### src/rtl/spi_pack_master.sv
module spi_pack_master #(
  parameter int DEPTH = 4,
  parameter int DIV_W = 2
) (
  input  logic        clk,
  input  logic        rst_n,
  input  logic        bus_wr,
  input  logic        bus_rd,
  input  logic        bus_addr,
  input  logic        bus_wide,
  input  logic [15:0] bus_wdata,
  output logic [15:0] bus_rdata,
  output logic        sclk,
  output logic        mosi,
  input  logic        miso,
  output logic        cs_n,
  output logic [1:0]  tx_level,
  output logic [1:0]  rx_level,
  output logic        rx_ready,
  output logic        busy,
  output logic        overrun
);
  localparam int AW  = $clog2(DEPTH);
  localparam int CW  = $clog2(DEPTH + 1);
  localparam int CTW = 4 + DIV_W;
  localparam int HCW = (1 << DIV_W) - 1;

  logic [CTW-1:0] ctrl;
  wire en   = ctrl[0];
  wire lsb  = ctrl[1];
  wire thr8 = ctrl[2];
  wire [DIV_W-1:0] baud = ctrl[3 +: DIV_W];
  assign cs_n = ~ctrl[3 + DIV_W];

  function automatic logic [1:0] lvl(input logic [CW-1:0] c);
    if (c == '0) return 2'b00;
    if (c == CW'(DEPTH)) return 2'b11;
    if (c <= CW'(DEPTH / 4)) return 2'b01;
    return 2'b10;
  endfunction

  // transmit FIFO
  logic [7:0]    txm [DEPTH];
  logic [AW-1:0] twp, trp;
  logic [CW-1:0] tcnt;
  wire dwr  = bus_wr && bus_addr;
  wire tok0 = dwr && (tcnt < CW'(DEPTH));
  wire tok1 = dwr && bus_wide && (tcnt + 1'b1 < CW'(DEPTH));

  // receive FIFO
  logic [7:0]    rxm [DEPTH];
  logic [AW-1:0] rwp, rrp;
  logic [CW-1:0] rcnt;
  wire drd  = bus_rd && bus_addr;
  wire rpop0 = drd && (rcnt != '0);
  wire rpop1 = drd && bus_wide && (rcnt >= CW'(2));

  // shift engine
  logic           sclk_q, mosi_q, busy_q;
  logic [7:0]     sh;
  logic [2:0]     nbit;
  logic [HCW-1:0] hc;
  wire [HCW-1:0] hlim = HCW'((32'd1 << baud) - 32'd1);
  wire start = en && !busy_q && (tcnt != '0);
  wire tick  = busy_q && (hc == hlim);
  wire done  = tick && sclk_q && (nbit == 3'd7);
  wire [7:0] sh_nx = lsb ? {miso, sh[7:1]} : {sh[6:0], miso};
  wire rpush = done && (rcnt < CW'(DEPTH));

  always_ff @(posedge clk) begin
    if (tok0) txm[twp] <= bus_wdata[7:0];
    if (tok1) txm[twp + 1'b1] <= bus_wdata[15:8];
    if (rpush) rxm[rwp] <= sh_nx;
  end

  always_ff @(posedge clk or negedge rst_n) begin
    if (!rst_n) begin
      ctrl <= '0;
      twp <= '0; trp <= '0; tcnt <= '0;
      rwp <= '0; rrp <= '0; rcnt <= '0;
      overrun <= 1'b0;
    end else begin
      if (bus_wr && !bus_addr) ctrl <= bus_wdata[CTW-1:0];
      twp  <= twp + AW'(tok0) + AW'(tok1);
      trp  <= trp + AW'(start);
      tcnt <= tcnt + CW'(tok0) + CW'(tok1) - CW'(start);
      rwp  <= rwp + AW'(rpush);
      rrp  <= rrp + AW'(rpop0) + AW'(rpop1);
      rcnt <= rcnt + CW'(rpush) - CW'(rpop0) - CW'(rpop1);
      if (done && !rpush) overrun <= 1'b1;
    end
  end

  always_ff @(posedge clk or negedge rst_n) begin
    if (!rst_n) begin
      busy_q <= 1'b0; sclk_q <= 1'b0; mosi_q <= 1'b0;
      sh <= '0; nbit <= '0; hc <= '0;
    end else if (start) begin
      busy_q <= 1'b1;
      sh     <= txm[trp];
      nbit   <= '0;
      hc     <= '0;
    end else if (busy_q) begin
      if (tick) begin
        hc     <= '0;
        sclk_q <= ~sclk_q;
        if (!sclk_q) begin
          mosi_q <= lsb ? sh[0] : sh[7];
        end else begin
          sh   <= sh_nx;
          nbit <= nbit + 1'b1;
          if (nbit == 3'd7) busy_q <= 1'b0;
        end
      end else begin
        hc <= hc + 1'b1;
      end
    end
  end

  wire [7:0] rlo = (rcnt != '0) ? rxm[rrp] : 8'h00;
  wire [7:0] rhi = (bus_wide && rcnt >= CW'(2)) ? rxm[rrp + 1'b1] : 8'h00;
  assign bus_rdata = bus_addr ? {rhi, rlo} : 16'(ctrl);

  assign sclk     = sclk_q;
  assign mosi     = mosi_q;
  assign busy     = busy_q;
  assign tx_level = lvl(tcnt);
  assign rx_level = lvl(rcnt);
  assign rx_ready = thr8 ? (rcnt != '0) : (rcnt >= CW'(2));
endmodule

### config.mk
export PLATFORM = sky130hd
export DESIGN_NAME = spi_pack_master
export DESIGN_NICKNAME = d
export VERILOG_FILES = /design/src/rtl/spi_pack_master.sv
export SDC_FILE = /design/constraint.sdc
export NUM_CORES = 1
export LEC_CHECK = 0
export BUFFER_PORTS_ARGS = -buffer_cell sky130_fd_sc_hd__buf_2
export CORE_ASPECT_RATIO = 1.2
export CORE_MARGIN = 1.5
export CORE_UTILIZATION = 60
export CTS_BUF_LIST = sky130_fd_sc_hd__clkbuf_8 sky130_fd_sc_hd__clkbuf_16
export DETAILED_ROUTE_END_ITERATION = 7
export PLACE_DENSITY = 0.79
export SLEW_MARGIN = 25
export SYNTH_ARGS = -nofsm -noshare
export SYNTH_HDL_FRONTEND = slang
export SYNTH_SLANG_ARGS = --single-unit
### constraint.sdc
create_clock -name clk -period 3.3 [get_ports clk]
set_input_delay 0.66 -clock clk [delete_from_list [all_inputs] [get_ports clk]]
set_output_delay 0.66 -clock clk [all_outputs]
set_load 0.02 [all_outputs]
==> summary.txt, run 1 <==
Floorplan
  • I/O pin total: 49
  • Area of the core: 8560 µm²
  • Initial Util: 0.616
  • Die Y: 106 µm
  • Die area: 9370 µm²
  • Die width: 88.6 µm
  • Row count: 37

Clock tree
  • Post-CTS setup buffer count: 0
  • CTS Hold Buffers Added: 0
  • Clock H-tree levels: 3
  • Clock slew at the register clock pins of the worst setup and hold paths: 110 ps
  • Clk sinks: 102
  • CTS buffer count: 9
  • CTS tree: yes
  • Clock root buffer: clkbuf_8
  • Clock Tree Buf Depth: 2
  • Post-CTS Resized: 0
  • Clk_lat worst skew: 380 ps

Job
  • Max Cap Violations: 0

Timing
  • Fin Setup TNS: 0 ps
  • F_max: 377 MHz
  • Slew HR: 0.438
  • Unrepaired setup endpoints after global routing: false
  • Post-route clock skew: 16.3 ps
  • Final period util: 0.803
  • Setup ws final: 650 ps
  • Max Slew Vio Count: 0
  • WHS: 367 ps
  • Final Hold Viols: 0
  • Period minus WS final: 2650 ps
  • Final setup fails: 0
  • Worst-Margin Slew: 843 ps

Outcome
  • Status: finished, final reports clean

Power and ir drop
  • Static leakage: 2.31 nW
  • Power per cell area: 750 nW/µm²
  • Maximum VDD drop: 0.359 mV

Placed design
  • Post-Place Cell Area: 5610 µm²
  • Port buffer count: 48
  • DPL Wire Length: 7650 µm
  • Post-Place Worst Slack: 602 ps
  • RePlAce Congestion: 0.824

GRT
  • Number of global-route vias before repair: 3,319
  • Global-route wire length before repair: 16,800 µm
  • Total grt overflow: 0
  • Total GRT Usage: 0.244
  • Largest net degree at the start of global routing: 39
  • Initial antenna violation count: 0

Routing
  • Avg WL per Cell: 18.4 µm
  • Vias/cell: 5.95
  • Initial drt markers: 252
  • Post-route DRC: 0
  • Remaining antenna violation count: 0
  • Via count: 3,309
  • TritonRoute pass-1 iters: 4
  • Total Wirelength: 10,300 µm

Yosys
  • Most area-hungry cell type in the Yosys netlist: edfxtp_1
  • Area share of the largest cell type after synthesis: 0.364
  • Syn_area_per_cell: 13.5 µm²
  • Synth unique cells: 52
  • Async set-or-reset flop fraction in the synthesized netlist: 0.373
  • Post-Syn Instances: 391
  • Sequential share of the synthesized area: 0.544
  • Post-synth EDFFs: 64
  • Synth area leaders: edfxtp_1 (36%), dfrtp_1 (18%), mux2_2 (5.8%)
  • Cell Area, Synth: 5280 µm²
  • Yosys warns: 0
  • Primary FF master, synth: edfxtp_1
  • Syn nets: 430
  • Number of synthesized register bits: 102

Setup path
  • CP endpoint kind: flop
  • Critical path type: flop to flop
  • Reg2reg path depth: 10
  • Crit path DAT: 2960 ps
  • Setup crit start kind: flop
  • CP required: 3610 ps
  • Crit-path max FO: 9

Final layout
  • Area delta synth->final: 10.3%
  • Commonest non-fill, non-tap cell in the layout: edfxtp_1
  • Post-layout util: 0.680
  • Layout cell share with drive strength beyond 1: 0.298
  • Post-route cell area: 5820 µm²
  • Final layout net count: 473
  • ANT cells: 0
  • Commonest cells after routing, fill and taps aside: edfxtp_1 (64), buf_2 (48), dfrtp_1 (38), mux2_2 (27), inv_1 (25)

Worst hold path
  • HP Class: primary input to async pin
[registers in the layout (all words and copies together), names as in the netlist, 2 cells and up]
name  count
rrp       2
nbit      3
rcnt      3
txm      32
rxm      32
sh        8
trp       2
ctrl      6
rwp       2
tcnt      3
hc        3
twp       2
[worst max-delay path: stages, from the launching register on]
cell	delay, ps
dfrtp_1	500
or2_2	380
o21ai_1	130
buf_4	180
inv_1	50
nand2_1	130
fa_1	450
ha_1	220
ha_1	190
xnor2_1	200
xnor2_1	160
[worst paths after layout]
kind                              start  endpoint  slack [ps]
worst max-delay path            rcnt[2]   rcnt[2]         650
worst min-delay path              rst_n     hc[0]         370
worst max register to register  rcnt[2]   rcnt[2]         650
worst min register to register     mosi      mosi         500
max in group asynchronous         rst_n     sh[5]        2380
min in group clk                   mosi      mosi         500
[kinds of logic after synthesis]
group | synth area share
buffers and inverters | 0.0363
adder cells (fa/ha/maj) | 0.0450
AND/OR/NAND/NOR | 0.0808
multiplexers | 0.188
XOR/XNOR | 0.0183
flip-flops | 0.544
AO/OA/AOI/OAI | 0.0870
[synthesized netlist by cell type, types with 2 or more instances]
| master | n |
|---|---|
| edfxtp_1 | 64 |
| dfrtp_1 | 38 |
| mux2_2 | 27 |
| inv_1 | 25 |
| nand2_1 | 24 |
| mux2_1 | 16 |
| nor2_1 | 15 |
| a211oi_1 | 14 |
| clkbuf_1 | 12 |
| mux2i_1 | 12 |
| mux4_2 | 12 |
| ha_1 | 11 |
| o21ai_0 | 11 |
| a21oi_1 | 9 |
| nor3_1 | 9 |
| mux2_4 | 8 |
| o31ai_1 | 8 |
| xnor2_1 | 8 |
| buf_2 | 6 |
| o22ai_1 | 6 |
| fa_1 | 5 |
| nor2b_1 | 5 |
| and2_1 | 4 |
| and3_1 | 3 |
| nor3_4 | 3 |
| xor2_1 | 3 |
| a21o_1 | 2 |
| and3b_1 | 2 |
| buf_1 | 2 |
| nand3_1 | 2 |
| nand4_1 | 2 |
| or2_2 | 2 |
| or3_1 | 2 |
[per-stage QoR]
step	cells	total power (W)
detailed placement	540	0.00359
global placement	540	0.00353
floorplan	391	0.00316
CTS	556	0.00438
finish	556	0.00436
global route	556	0.00462
[routing by layer]
| layer | vias up | global-route usage | wire [µm] |
|---|---|---|---|
| met5 | - | 0 | 0 |
| met4 | 0 | 0.113 | 314 |
| met3 | 23 | 0.0345 | 333 |
| met2 | 78 | 0.419 | 5520 |
| met1 | 1668 | 0.299 | 4080 |
| li1 | 1540 | - | - |
[final cells by class]
class	instances	area [µm²]
tap	117	146
inverter	26	97.6
clock buffer	11	163
clock inverter	5	46.3
multi-input combinational	242	2220
timing repair buffer	53	278
sequential	102	2870
fill	625	2740
[report_power, final]
group | switching (W) | internal, W | total [W]
registers | 0.000299 | 0.00166 | 0.00196
logic | 0.000885 | 0.000718 | 0.00160
clock network | 0.000452 | 0.000353 | 0.000805
Note: power is estimated with default switching activity, not from simulation.
==> inputs of run 2 (changes only) <==
Settings changed: ABC_AREA set to 1.
Clock period 3.3 ns to 2.6 ns, I/O delays scaled along.
==> run 2 against run 1 <==
Final cell count grew 35%. Sequential power up 20%. Flip-flop and latch count did not move. Sequential share of layout area is 0.23 points lower. Combinational power increased by 48%. Clock power grew 14%. Register-to-register slack worse by 380 ps. Clock skew shrank 5.5 ps. Die area grew 1.1%. Synthesized area rose by 1.1%. Wire length up 13%. Largest power group is now combinational logic.
==> summary.txt, run 2 <==
Timing
  • F_max: 400 MHz
  • Max Slew Vio Count: 0 (unchanged)
  • Post-route clock skew: 10.8 ps (-5.52 ps)
  • Final Hold Viols: 0 (unchanged)
  • Period minus WS final: 2500 ps
  • Fin Setup TNS: 0 ps (unchanged)
  • Slew HR: 0.420 (-0.0180)
  • Final setup fails: 0 (unchanged)
  • Worst-Margin Slew: 870 ps (+27.0 ps)
  • Setup ws final: 103 ps (-547 ps)
  • Unrepaired setup endpoints after global routing: false
  • Final period util: 0.961

Final layout
  • Area delta synth->final: 9.59%
  • Final layout net count: 670 (+42%)
  • Area of the multi-input gates: 2120 µm² (-4.7%)
  • Fin cells: 753 (+35%)
  • ANT cells: 0 (unchanged)
  • Commonest non-fill, non-tap cell in the layout: nand2_1
  • Regs by FF count: rxm (32), txm (32), sh (8)
  • FF/Latch Area: 2870 µm² (unchanged)
  • Layout cell share with drive strength beyond 1: 0.157 (-0.141)
  • Commonest cells after routing, fill and taps aside: nand2_1 (155), edfxtp_1 (64), inv_1 (54), buf_2 (48), nor2_1 (47)
  • Filler cells: 713 (+14%)

Yosys
  • Cell Area, Synth: 5340 µm² (+1.1%)
  • Count leader, synth: nand2_1
  • Post-synth EDFFs: 64 (unchanged)
  • Async set-or-reset flop fraction in the synthesized netlist: 0.373 (unchanged)
  • Sequential share of the synthesized area: 0.538 (-0.00612)
  • Synth unique cells: 35 (-33%)
  • Primary FF master, synth: edfxtp_1
  • Area share of the largest cell type after synthesis: 0.360 (-0.00410)
  • Syn nets: 622 (+45%)
  • Post-synth top cells: nand2_1 (156), edfxtp_1 (64), inv_1 (49)
  • Most area-hungry cell type in the Yosys netlist: edfxtp_1
  • Post-Syn Instances: 583 (+49%)
  • Yosys warns: 0 (unchanged)
  • Synth area leaders: edfxtp_1 (36%), dfrtp_1 (18%), nand2_1 (11%)
  • Number of synthesized register bits: 102 (unchanged)
  • Syn_area_per_cell: 9.16 µm² (-32%)

Setup path
  • Setup crit start kind: flop
  • Setup crit start: rrp[1]
  • R2R Path Start: tcnt[1]
  • Critical path type: flop to primary output
  • Worst reg2reg setup slack: 270 ps (-380 ps)
  • CP required: 2080 ps (-1530 ps)
  • CP endpoint kind: primary output
  • Worst reg2reg path endpoint: tcnt[1]
  • Crit path DAT: 1980 ps (-980 ps)
  • Crit-path max FO: 16 (+7)
  • Reg2reg path depth: 10 (unchanged)

Routing
  • Avg WL per Cell: 15.4 µm (-16%)
  • Remaining antenna violation count: 0 (unchanged)
  • Via count: 4,234 (+28%)
  • Post-route DRC: 0 (unchanged)
  • TritonRoute pass-1 iters: 5 (+1)
  • Total Wirelength: 11,600 µm (+13%)
  • Initial drt markers: 277 (+9.9%)
  • Vias/cell: 5.62 (-5.5%)

Job
  • Max Cap Violations: 0 (unchanged)

Power and ir drop
  • Static leakage: 2.74 nW (+19%)
  • Power per cell area: 963 nW/µm² (+28%)
  • Maximum VDD drop: 0.401 mV (+12%)
  • Design Power: 0.00563 W (+29%)

Outcome
  • Status: finished, final reports clean

GRT
  • Global-route wire length before repair: 18,700 µm (+11%)
  • Largest net degree at the start of global routing: 39 (unchanged)
  • Total grt overflow: 0 (unchanged)
  • Number of global-route vias before repair: 4,016 (+21%)
  • Initial antenna violation count: 0 (unchanged)
  • Total GRT Usage: 0.263 (+0.0190)

Placed design
  • Post-Place Worst Slack: 128 ps (-475 ps)
  • Placed cells: 737 (+36%)
  • RePlAce Congestion: 0.829 (+0.67%)
  • DPL Wire Length: 8570 µm (+12%)
  • Port buffer count: 48 (unchanged)

Clock tree
  • Clk sinks: 102 (unchanged)
  • Clock slew at the register clock pins of the worst setup and hold paths: 80 ps (-30 ps)
  • CTS Hold Buffers Added: 0 (unchanged)
  • Clk_lat worst skew: 360 ps (-20 ps)
  • Clock H-tree levels: 3 (unchanged)
  • Clock root buffer: clkbuf_8
  • CTS tree: yes
  • CTS buffer count: 9 (unchanged)
  • Post-CTS setup buffer count: 0 (unchanged)
  • Post-CTS Resized: 0 (unchanged)
  • Clock Tree Buf Depth: 2 (unchanged)

Floorplan
  • Die area: 9480 µm² (+1.1%)
  • Area of the core: 8610 µm² (+0.54%)
  • Die width: 89.1 µm (+0.55%)
  • Die Y: 106 µm (+0.55%)
  • Row count: 37 (unchanged)
  • I/O pin total: 49 (unchanged)
  • Initial Util: 0.620 (+0.00366)

Worst hold path
  • HP Class: primary input to async pin
## run 2: cell count changes after synthesis, moves of 8 or more
cell / previous run / this run
nand2_1: 24 / 156
nand3_1: 2 / 42
o21ai_0: 11 / 44
nor2_1: 15 / 47
o21ai_1: 1 / 30
mux2_2: 27 / 1
inv_1: 25 / 49
mux2_1: 16 / 0
a211oi_1: 14 / 0
mux4_2: 12 / 0
mux2i_1: 12 / 1
nor3_1: 9 / 0
o21ai_2: 0 / 9
mux2_4: 8 / 0
## run 2: worst max-delay path by stage
| stage | slack, ps | cells past startpoint | end |
|---|---|---|---|
| after global placement | 280 | 9 | rcnt[2] |
| after CTS | 100 | 6 | bus_rdata[4] |
| final | 100 | 7 | bus_rdata[3] |
| after detailed placement | 130 | 11 | rcnt[2] |
| after global routing | 4 | 7 | bus_rdata[3] |
| after floorplan | 150 | 9 | rcnt[2] |
## run 2: worst max-delay path, cell delays in order, from the launching register on
cell     delay, ps
dfrtp_1        380
inv_1          340
buf_4          240
o21ai_0         90
o22ai_1        250
nand2_1         90
nand2_1         80
buf_2          160
## run 2: through the flow
step                      hold WS (ps)  cell area (µm²)  utilization
after global routing               327             5850        0.679
after detailed placement           466             5670        0.658
after floorplan                    224             5340            -
after global placement             455             5670        0.658
after CTS                          301             5850        0.679
final                              272             5850        0.679
## run 2: layer usage
layer  global-route usage  wire [µm]  vias to the layer above
met5                    0          0                        -
met4               0.0879        191                        0
met3               0.0419        512                       15
met2                0.474       6140                      136
met1                0.312       4780                     2029
li1                     -          -                     2054
## run 2: kinds of logic after synthesis
family,count (synthesis),synth area share
buf+inv,77,0.0661
compound gates,118,0.126
flops,102,0.538
fa+ha+maj,16,0.0445
mux,2,0.00398
simple gates,260,0.208
xor+xnor,8,0.0131
## run 2: power by group
| group | switching, W | internal (W) |
|---|---|---|
| clock network | 0.000489 | 0.000427 |
| registers | 0.000276 | 0.00207 |
| logic | 0.00157 | 0.000794 |
| total | 0.00234 | 0.00329 |
## run 2: cell type report
type	count	share of cell area
inverters	53	0.0342
clock inverters	7	0.00920
flip-flops and latches	102	0.491
well taps	117	0.0250
repair buffers	61	0.0577
clock buffers	9	0.0212
multi-input cells	404	0.362
